### config.mk
export PLATFORM = sky130hd
export DESIGN_NAME = flash_wel_busy_ctrl
export DESIGN_NICKNAME = d
export VERILOG_FILES = /design/src/rtl/flash_sts_pkg.sv /design/src/rtl/flash_cmd_decode.sv /design/src/rtl/flash_cmd_filter.sv /design/src/rtl/flash_sts_core.sv /design/src/rtl/flash_wel_busy_ctrl.sv
export SDC_FILE = /design/constraint.sdc
export NUM_CORES = 1
export LEC_CHECK = 0
export BUFFER_PORTS_ARGS = -buffer_cell sky130_fd_sc_hd__buf_4
export CAP_MARGIN = 0
export CORE_AREA = 2 2 39 41
export DETAILED_ROUTE_END_ITERATION = 8
export DIE_AREA = 0 0 41 43
export GPL_TIMING_DRIVEN = 0
export PLACE_DENSITY_LB_ADDON = 0.05
export SYNTH_ARGS = -nofsm -noshare
export SYNTH_HDL_FRONTEND = slang
export SYNTH_HIERARCHICAL = 1
export SYNTH_SLANG_ARGS = --single-unit
### constraint.sdc
create_clock -name clk -period 3.1 [get_ports clk]
set_clock_uncertainty 0.15 [all_clocks]
set_input_delay 0.62 -clock clk [delete_from_list [all_inputs] [get_ports clk]]
set_output_delay 0.62 -clock clk [all_outputs]
set_load 0.02 [all_outputs]
### src/rtl/flash_sts_pkg.sv
package flash_sts_pkg;

  localparam int NUM_STROBES = 10;
  localparam int CMD_W       = $clog2(NUM_STROBES + 1);

  // Strobe index order sets decode priority (lowest index wins).
  typedef enum logic [CMD_W-1:0] {
    C_NONE      = 4'd0,
    C_WREN      = 4'd1,
    C_WRDI      = 4'd2,
    C_RDSR      = 4'd3,
    C_PROG      = 4'd4,
    C_ERASE     = 4'd5,
    C_WRSR      = 4'd6,
    C_SEC_ERASE = 4'd7,
    C_SEC_PROG  = 4'd8,
    C_SUSPEND   = 4'd9,
    C_RESUME    = 4'd10
  } cmd_e;

  typedef enum logic [1:0] {
    PH_IDLE = 2'd0,
    PH_RUN  = 2'd1,
    PH_SUSP = 2'd2
  } phase_e;

  // Strobe bit i maps to command i+1.
  function automatic cmd_e idx_to_cmd(input int idx);
    return cmd_e'(CMD_W'(idx + 1));
  endfunction

  // Commands that clear the latch and may start an internal operation.
  function automatic logic is_modifying(input cmd_e c);
    return (c == C_PROG) || (c == C_ERASE) || (c == C_WRSR) ||
           (c == C_SEC_ERASE) || (c == C_SEC_PROG);
  endfunction

  // Array program/erase: subject to protection, may be suspended.
  function automatic logic is_array_op(input cmd_e c);
    return (c == C_PROG) || (c == C_ERASE);
  endfunction

endpackage

### src/rtl/flash_cmd_decode.sv
module flash_cmd_decode
  import flash_sts_pkg::*;
(
  input  logic [NUM_STROBES-1:0] strobes,
  output cmd_e                   cmd
);

  // Priority encode: scan from the top so the lowest set index wins.
  always_comb begin
    cmd = C_NONE;
    for (int i = NUM_STROBES - 1; i >= 0; i--) begin
      if (strobes[i]) cmd = idx_to_cmd(i);
    end
  end

endmodule

### src/rtl/flash_cmd_filter.sv
module flash_cmd_filter
  import flash_sts_pkg::*;
#(
  parameter bit SUSPEND_EN = 1'b1
) (
  input  cmd_e   cmd,
  input  phase_e phase,
  input  logic   susp_ok,
  input  logic   op_done,
  output logic   accept
);

  logic suspend_ok_now;
  logic resume_ok_now;

  generate
    if (SUSPEND_EN) begin : g_susp
      // Suspend only a running array op, and not in its completion cycle.
      assign suspend_ok_now = (phase == PH_RUN) && susp_ok && !op_done;
      assign resume_ok_now  = (phase == PH_SUSP);
    end else begin : g_nosusp
      assign suspend_ok_now = 1'b0;
      assign resume_ok_now  = 1'b0;
    end
  endgenerate

  always_comb begin
    accept = 1'b0;
    unique case (phase)
      PH_RUN: begin
        accept = (cmd == C_RDSR) || ((cmd == C_SUSPEND) && suspend_ok_now);
      end
      PH_SUSP: begin
        accept = (cmd == C_RDSR) || (cmd == C_WREN) || (cmd == C_WRDI) ||
                 ((cmd == C_RESUME) && resume_ok_now);
      end
      PH_IDLE: begin
        accept = (cmd != C_NONE) && (cmd != C_SUSPEND) && (cmd != C_RESUME);
      end
      default: accept = 1'b0;
    endcase
  end

endmodule

### src/rtl/flash_sts_core.sv
module flash_sts_core
  import flash_sts_pkg::*;
(
  input  logic   clk,
  input  logic   rst_n,
  input  cmd_e   cmd,
  input  logic   accept,
  input  logic   prot_block,
  input  logic   op_done,
  output logic   wel,
  output phase_e phase,
  output logic   susp_ok
);

  logic blocked;
  logic may_start;

  assign blocked   = prot_block && is_array_op(cmd);
  assign may_start = wel && !blocked;

  always_ff @(posedge clk) begin
    if (!rst_n) begin
      wel     <= 1'b0;
      phase   <= PH_IDLE;
      susp_ok <= 1'b0;
    end else if ((phase == PH_RUN) && op_done) begin
      // Completion has priority; the filter rejects suspend here.
      phase   <= PH_IDLE;
      susp_ok <= 1'b0;
    end else if (accept) begin
      unique case (cmd)
        C_WREN: wel <= 1'b1;
        C_WRDI: wel <= 1'b0;
        C_PROG, C_ERASE, C_WRSR, C_SEC_ERASE, C_SEC_PROG: begin
          wel <= 1'b0;
          if (may_start) begin
            phase   <= PH_RUN;
            susp_ok <= is_array_op(cmd);
          end
        end
        C_SUSPEND: begin
          phase <= PH_SUSP;
          wel   <= 1'b0;
        end
        C_RESUME: begin
          phase <= PH_RUN;
          wel   <= 1'b1;
        end
        default: ;
      endcase
    end
  end

endmodule

### src/rtl/flash_wel_busy_ctrl.sv
module flash_wel_busy_ctrl
  import flash_sts_pkg::*;
#(
  parameter bit SUSPEND_EN = 1'b1
) (
  input  logic       clk,
  input  logic       rst_n,
  input  logic       cmd_wren,
  input  logic       cmd_wrdi,
  input  logic       cmd_rdsr,
  input  logic       cmd_prog,
  input  logic       cmd_erase,
  input  logic       cmd_wrsr,
  input  logic       cmd_sec_erase,
  input  logic       cmd_sec_prog,
  input  logic       cmd_suspend,
  input  logic       cmd_resume,
  input  logic       prot_block,
  input  logic       op_done,
  output logic       cmd_accept,
  output logic       wel,
  output logic       busy,
  output logic [1:0] sts_bits
);

  logic [NUM_STROBES-1:0] strobes;
  cmd_e                   cmd;
  phase_e                 phase;
  logic                   susp_ok;

  assign strobes = {cmd_resume, cmd_suspend, cmd_sec_prog, cmd_sec_erase,
                    cmd_wrsr, cmd_erase, cmd_prog, cmd_rdsr, cmd_wrdi, cmd_wren};

  flash_cmd_decode u_dec (
    .strobes (strobes),
    .cmd     (cmd)
  );

  flash_cmd_filter #(.SUSPEND_EN(SUSPEND_EN)) u_flt (
    .cmd     (cmd),
    .phase   (phase),
    .susp_ok (susp_ok),
    .op_done (op_done),
    .accept  (cmd_accept)
  );

  flash_sts_core u_core (
    .clk        (clk),
    .rst_n      (rst_n),
    .cmd        (cmd),
    .accept     (cmd_accept),
    .prot_block (prot_block),
    .op_done    (op_done),
    .wel        (wel),
    .phase      (phase),
    .susp_ok    (susp_ok)
  );

  assign busy     = (phase == PH_RUN);
  assign sts_bits = {wel, busy};

endmodule

# Yosys cells after proc, flatten, opt, wreduce, memory -nomap -nowiden
# Index checks and enable logic that the tools add are counted.
[op_classes]
eq_ne = 15
muxes = 14
bitwise = 2
n_reduce_logical = 27
[op_table]
columns = ["op", "count"]
rows = [
  ["2-to-1 mux 4 bit", 10],
  ["equality test 4 x 3 -> 1 bit, second input constant", 4],
  ["equality test 4 bit, second input constant", 3],
  ["logical AND 1 bit", 9],
  ["AND reduction 3 bit", 3],
  ["equality test 4 x 2 -> 1 bit, second input constant", 2],
  ["!= test 4 bit, second input constant", 2],
  ["OR reduction 7 bit", 1],
  ["case mux 2 bit (3 select lines)", 1],
  ["logical OR 1 bit", 5],
  ["OR reduction 5 bit", 1],
  ["equality test 4 x 1 -> 1 bit, second input constant", 1],
  ["nonzero test 4 bit", 1],
  ["OR reduction 2 bit", 2],
  ["case mux 1 bit (3 select lines)", 1],
  ["nonzero test 3 bit", 1],
  ["equality test 2 x 1 -> 1 bit, second input constant", 1],
  ["equality test 2 bit, second input constant", 1],
  ["logical NOT 1 bit", 2],
  ["logical NOT 2 bit", 1],
  ["2-to-1 mux 2 bit", 1],
  ["!= test 2 x 1 -> 1 bit, second input constant", 1],
  ["NOT 1 bit", 2],
  ["case mux 1 bit (2 select lines)", 1],
  ["nonzero test 2 bit", 1],
]
[word_totals]
reg_bits = 4
input_bits = 14
output_inout_bits = 5
elab_cells = 61

# Logic depth before layout (Yosys ltp)
[depth]
depth_word = 17
depth_mapped = 10
depth_no_buf = 10

# Cells and area by module
# Netlist, hierarchy kept.
[by_module_without_submodules]
columns = ["module", "n_inst", "cells_each", "area_each_um2", "seq_area_each_um2"]
rows = [
  ["flash_sts_core", 1, 34, 316.6, 80.1],
  ["flash_cmd_decode", 1, 15, 98.8, 0.0],
  ["flash_cmd_filter", 1, 15, 80.1, 0.0],
  ["flash_wel_busy_ctrl", 1, 3, 28.8, 0.0],
]

# Worst setup path after synthesis
# OpenSTA, ideal clock, no wires.
[synth_timing]
kind = "input -> register"
start = "input port cmd_wren"
end = "register u_core.susp_ok"
setup_time_ns = 0.070
arrival_time_ns = 3.467
t_required_ns = 2.880
slack_ns = -0.587
stages = 8
path_buffers = 0
path_cell_list = "nor4_1 > nor3_1 > o211ai_1 > o311ai_1 > a21oi_1 > o2111ai_2 > or4b_1 > a21oi_1"
[synth_via]
elab_chain_len = 7
elab_cells_between_ends = 29
classes_between = "eq/ne (12); mux (2); reduce/logical (15)"
[synth_rtl]
columns = ["item", "line_no", "rtl"]
rows = [
  ["from (decl)", "flash_wel_busy_ctrl.sv:8", "input logic cmd_wren,"],
  ["2-to-1 mux 4 bit *", "flash_cmd_decode.sv:12", "if (strobes[i]) cmd = idx_to_cmd(i);"],
  ["equality test 4 x 2 -> 1 bit or equality test 4 x 1 -> 1 bit (tied branches)", "flash_cmd_filter.sv:31, flash_cmd_filter.sv:34", ""],
  ["logical OR 1 bit (3 in a row)", "flash_cmd_filter.sv:34", "accept = (cmd == C_RDSR) || (cmd == C_WREN) || (cmd == C_WRDI) ||"],
  ["case mux 1 bit (3 select lines) *", "flash_cmd_filter.sv:29", "unique case (phase)"],
  ["net cmd_accept", "flash_wel_busy_ctrl.sv:20", "output logic cmd_accept,"],
  ["AND reduction 3 bit (no source line) *", "-", ""],
  ["to (signal assigned)", "flash_sts_core.sv:38", "susp_ok <= is_array_op(cmd);"],
  ["to (decl)", "flash_sts_core.sv:12", "output logic susp_ok"],
]
# The timed path passes the listed nets; every way through them passes the cells marked *.
# A chain may end at the register's enable or synchronous reset.

# Worst setup path after layout
[layout_timing]
start = "input port cmd_wrsr"
end = "output port cmd_accept"
[layout_via]
elab_chain_len = 11
elab_cells_between_ends = 23
classes_between = "eq/ne (7); mux (7); reduce/logical (9)"
[layout_rtl]
columns = ["item", "line_no", "rtl"]
rows = [
  ["from (decl)", "flash_wel_busy_ctrl.sv:13", "input logic cmd_wrsr,"],
  ["2-to-1 mux 4 bit * (6 in a row)", "flash_cmd_decode.sv:12", ""],
  ["net cmd[3]", "flash_wel_busy_ctrl.sv:27", "cmd_e cmd;"],
  ["equality test 4 x 2 -> 1 bit or equality test 4 x 1 -> 1 bit (tied branches)", "flash_cmd_filter.sv:31, flash_cmd_filter.sv:34", ""],
  ["logical OR 1 bit (3 in a row)", "flash_cmd_filter.sv:34", ""],
  ["case mux 1 bit (3 select lines) *", "flash_cmd_filter.sv:29", ""],
  ["to (decl)", "flash_wel_busy_ctrl.sv:20", ""],
]
# Marked as above.

==> flow_summary.ini <==
[run_status]
status = complete, no violations

[grt]
use_met1 = 0.227
top_usage_layer = met2
gr-total-overflow = 0
grt_util_met3 = 0.0314
grt_usage = 0.179
grt_max_degree = 13
grtUsageMet2 = 0.291
grt_pass1_wl_um = 2270
grt_pass1_vias = 563
antenna_found_initial = 0

[clocking]
htreeDepth = 1
root_buffer = clkbuf_4
hold_buffers = 0
clk_path_buf_depth = 2
clk-insertion-delay-late_ns = 0.23
cts_buffers = 3
cts.sink_count = 4
clk_pin_slew_ns = 0.03
cts_tree = built

[critical_path]
cp.arrival_ns = 2.17
endpoint_kind = output port
path_max_fanout = 4
required_ns = 2.33
worstRegToRegCells = 8
worstSetupPathType = in2out
cp-start-kind = primary input

[routing]
routed_wl_um = 1430
wire_per_inst_um = 12.6
drc_errors = 0
firstDrtPassIters = 3
drtAntennaViolNets = 0
first_iter_violations = 10
vias = 619
avgViaCountPerCell = 5.43

[synth]
ys.flop_type = dfxtp_1
yosysSeqAreaShare = 0.153
synthArstFlopShare = 0
synth_enable_flop_cells = 0
yosysTopAreaCellShare = 0.153
syn_inst = 67
synthTopCellsByArea = dfxtp_1 15%, nand2_1 5.7%, nor2_1 5.0%
syn_area_per_cell_um2 = 7.82
syn-cell-area_um2 = 524
yosys_warnings = 6
syn_nets = 81
yosys.area.top_type = dfxtp_1
synth-seq-cells = 4
ys_types = 35

[timing]
slew_viol_final = 0
final_hold_viol_count = 0
period_share = 0.950
fin_ws_ns = 0.155
finalSetupViolCount = 0
fmax_mhz = 340
period_needed_ns = 2.94
tightest_slew_ns = 0.435
slew_headroom = 0.708

[job]
cap_violations = 0

[layout]
layout_common_cells = 30 x buf_4, 8 x nand2_1, 7 x nor2_1
layout-drive-gt1-share = 0.480
layout_commonest_cell = buf_4
num_antenna_cells = 0
area_growth_pct = 60.4
final_cells = 114
nets = 114

[place]
io_buffers = 18
place_congestion = 0.712
dp_slack_ns = -0.452
hpwl_um = 986
dp.cells = 101

[die]
rows = 14
die_w_um = 41
die_height_um = 43
initial_core_util = 0.379
core_mm2 = 0.00138
die_area_mm2 = 0.00176
ios = 19

[worst_hold_path]
hp-class = reg2reg
min_path_cells = 2

[power_and_ir_drop]
powerDensity_mw_per_mm2 = 249
ir_drop_uv = 136
p_leak_uw = 0.000327
-- per-stage QoR --
step | hold WS (ns) | setup TNS [ns] | total power (uW) | cell area (um^2) | utilization
after global placement | 0.306 | -1.10 | 130 | 698 | 0.505
after global routing | 0.358 | -0.00495 | 224 | 841 | 0.608
final | 0.324 | 0 | 209 | 841 | 0.608
after detailed placement | 0.312 | -1.05 | 131 | 698 | 0.505
after floorplan | 0.279 | -0.0762 | 99.2 | 543 | -
after CTS | 0.318 | 0 | 205 | 773 | 0.559
-- critical path, stage by stage --
cell and delay (ns):
buf_4 0.13, nor4_4 0.29, o31ai_2 0.13, nor4_4 0.21
buf_4 0.17, nor2_1 0.04, nor2_1 0.11, o311ai_1 0.11
a21oi_2 0.19, buf_4 0.17
-- per-layer routing --
layer	vias up	wire, um
li1	320	-
met1	283	643
met2	16	735
met3	0	53
met4	0	0
met5	-	0
-- flip-flops by register name, indices dropped and copies added, names as in the netlist --
register / cells
u_core/wel: 1
u_core/susp_ok: 1
u_core/phase: 2
-- where the power goes --
part / total (uW) / leakage, uW / internal [uW] / switching, uW
clock: 62.7 / 0.0000138 / 43.2 / 19.5
combinational: 91.3 / 0.000281 / 46.1 / 45.2
sequential: 55.5 / 0.0000323 / 53.3 / 2.24
total: 209 / 0.000327 / 143 / 66.9
-- synth_stat cells (2+ instances only) --
master,number
dfxtp_1,4
nor3b_1,2
o211ai_1,2
nor3_1,2
o31ai_1,2
nand3b_1,2
inv_1,3
buf_6,2
a211oi_1,2
a21oi_1,4
nor4_2,2
o21ai_0,2
mux2i_1,2
buf_4,2
nor2_1,7
nand2_1,8
-- logic make-up (layout without fill, tap and decap cells) --
kind of cell    count (synthesis)  count (layout)  synth area share
simple gates                   34              34             0.439
xor+xnor                        1               1            0.0167
buf+inv                         7              38            0.0931
mux                             2               2            0.0382
flops                           4               4             0.153
compound gates                 19              19             0.260
-- cell type report --
| cell class | count | area, um^2 |
|---|---|---|
| Fill cell | 137 | 543 |
| Multi-Input combinational cell | 56 | 459 |
| Timing Repair Buffer | 28 | 210 |
| Sequential cell | 4 | 80.1 |
| Buffer | 4 | 37.5 |
| Clock buffer | 3 | 22.5 |
| Tap cell | 16 | 20.0 |
| Inverter | 3 | 11.3 |
-- worst paths after layout --
check | from | end | slack (ns)
max | cmd_wrsr | cmd_accept | 0.16
min reg2reg | u_core/susp_ok | u_core/susp_ok | 0.32
min | u_core/susp_ok | u_core/susp_ok | 0.32
max reg2reg | u_core/phase[1] | u_core/susp_ok | 0.90
-- repair_timing --
| item | CTS | global route |
|---|---|---|
| resized for setup | 3 | 4 |
| setup buffers | 4 | 6 |
| pin swaps | 2 | 5 |
| endpoints found under the setup margin | 2 | 3 |
(Power assumes the default switching activity.)
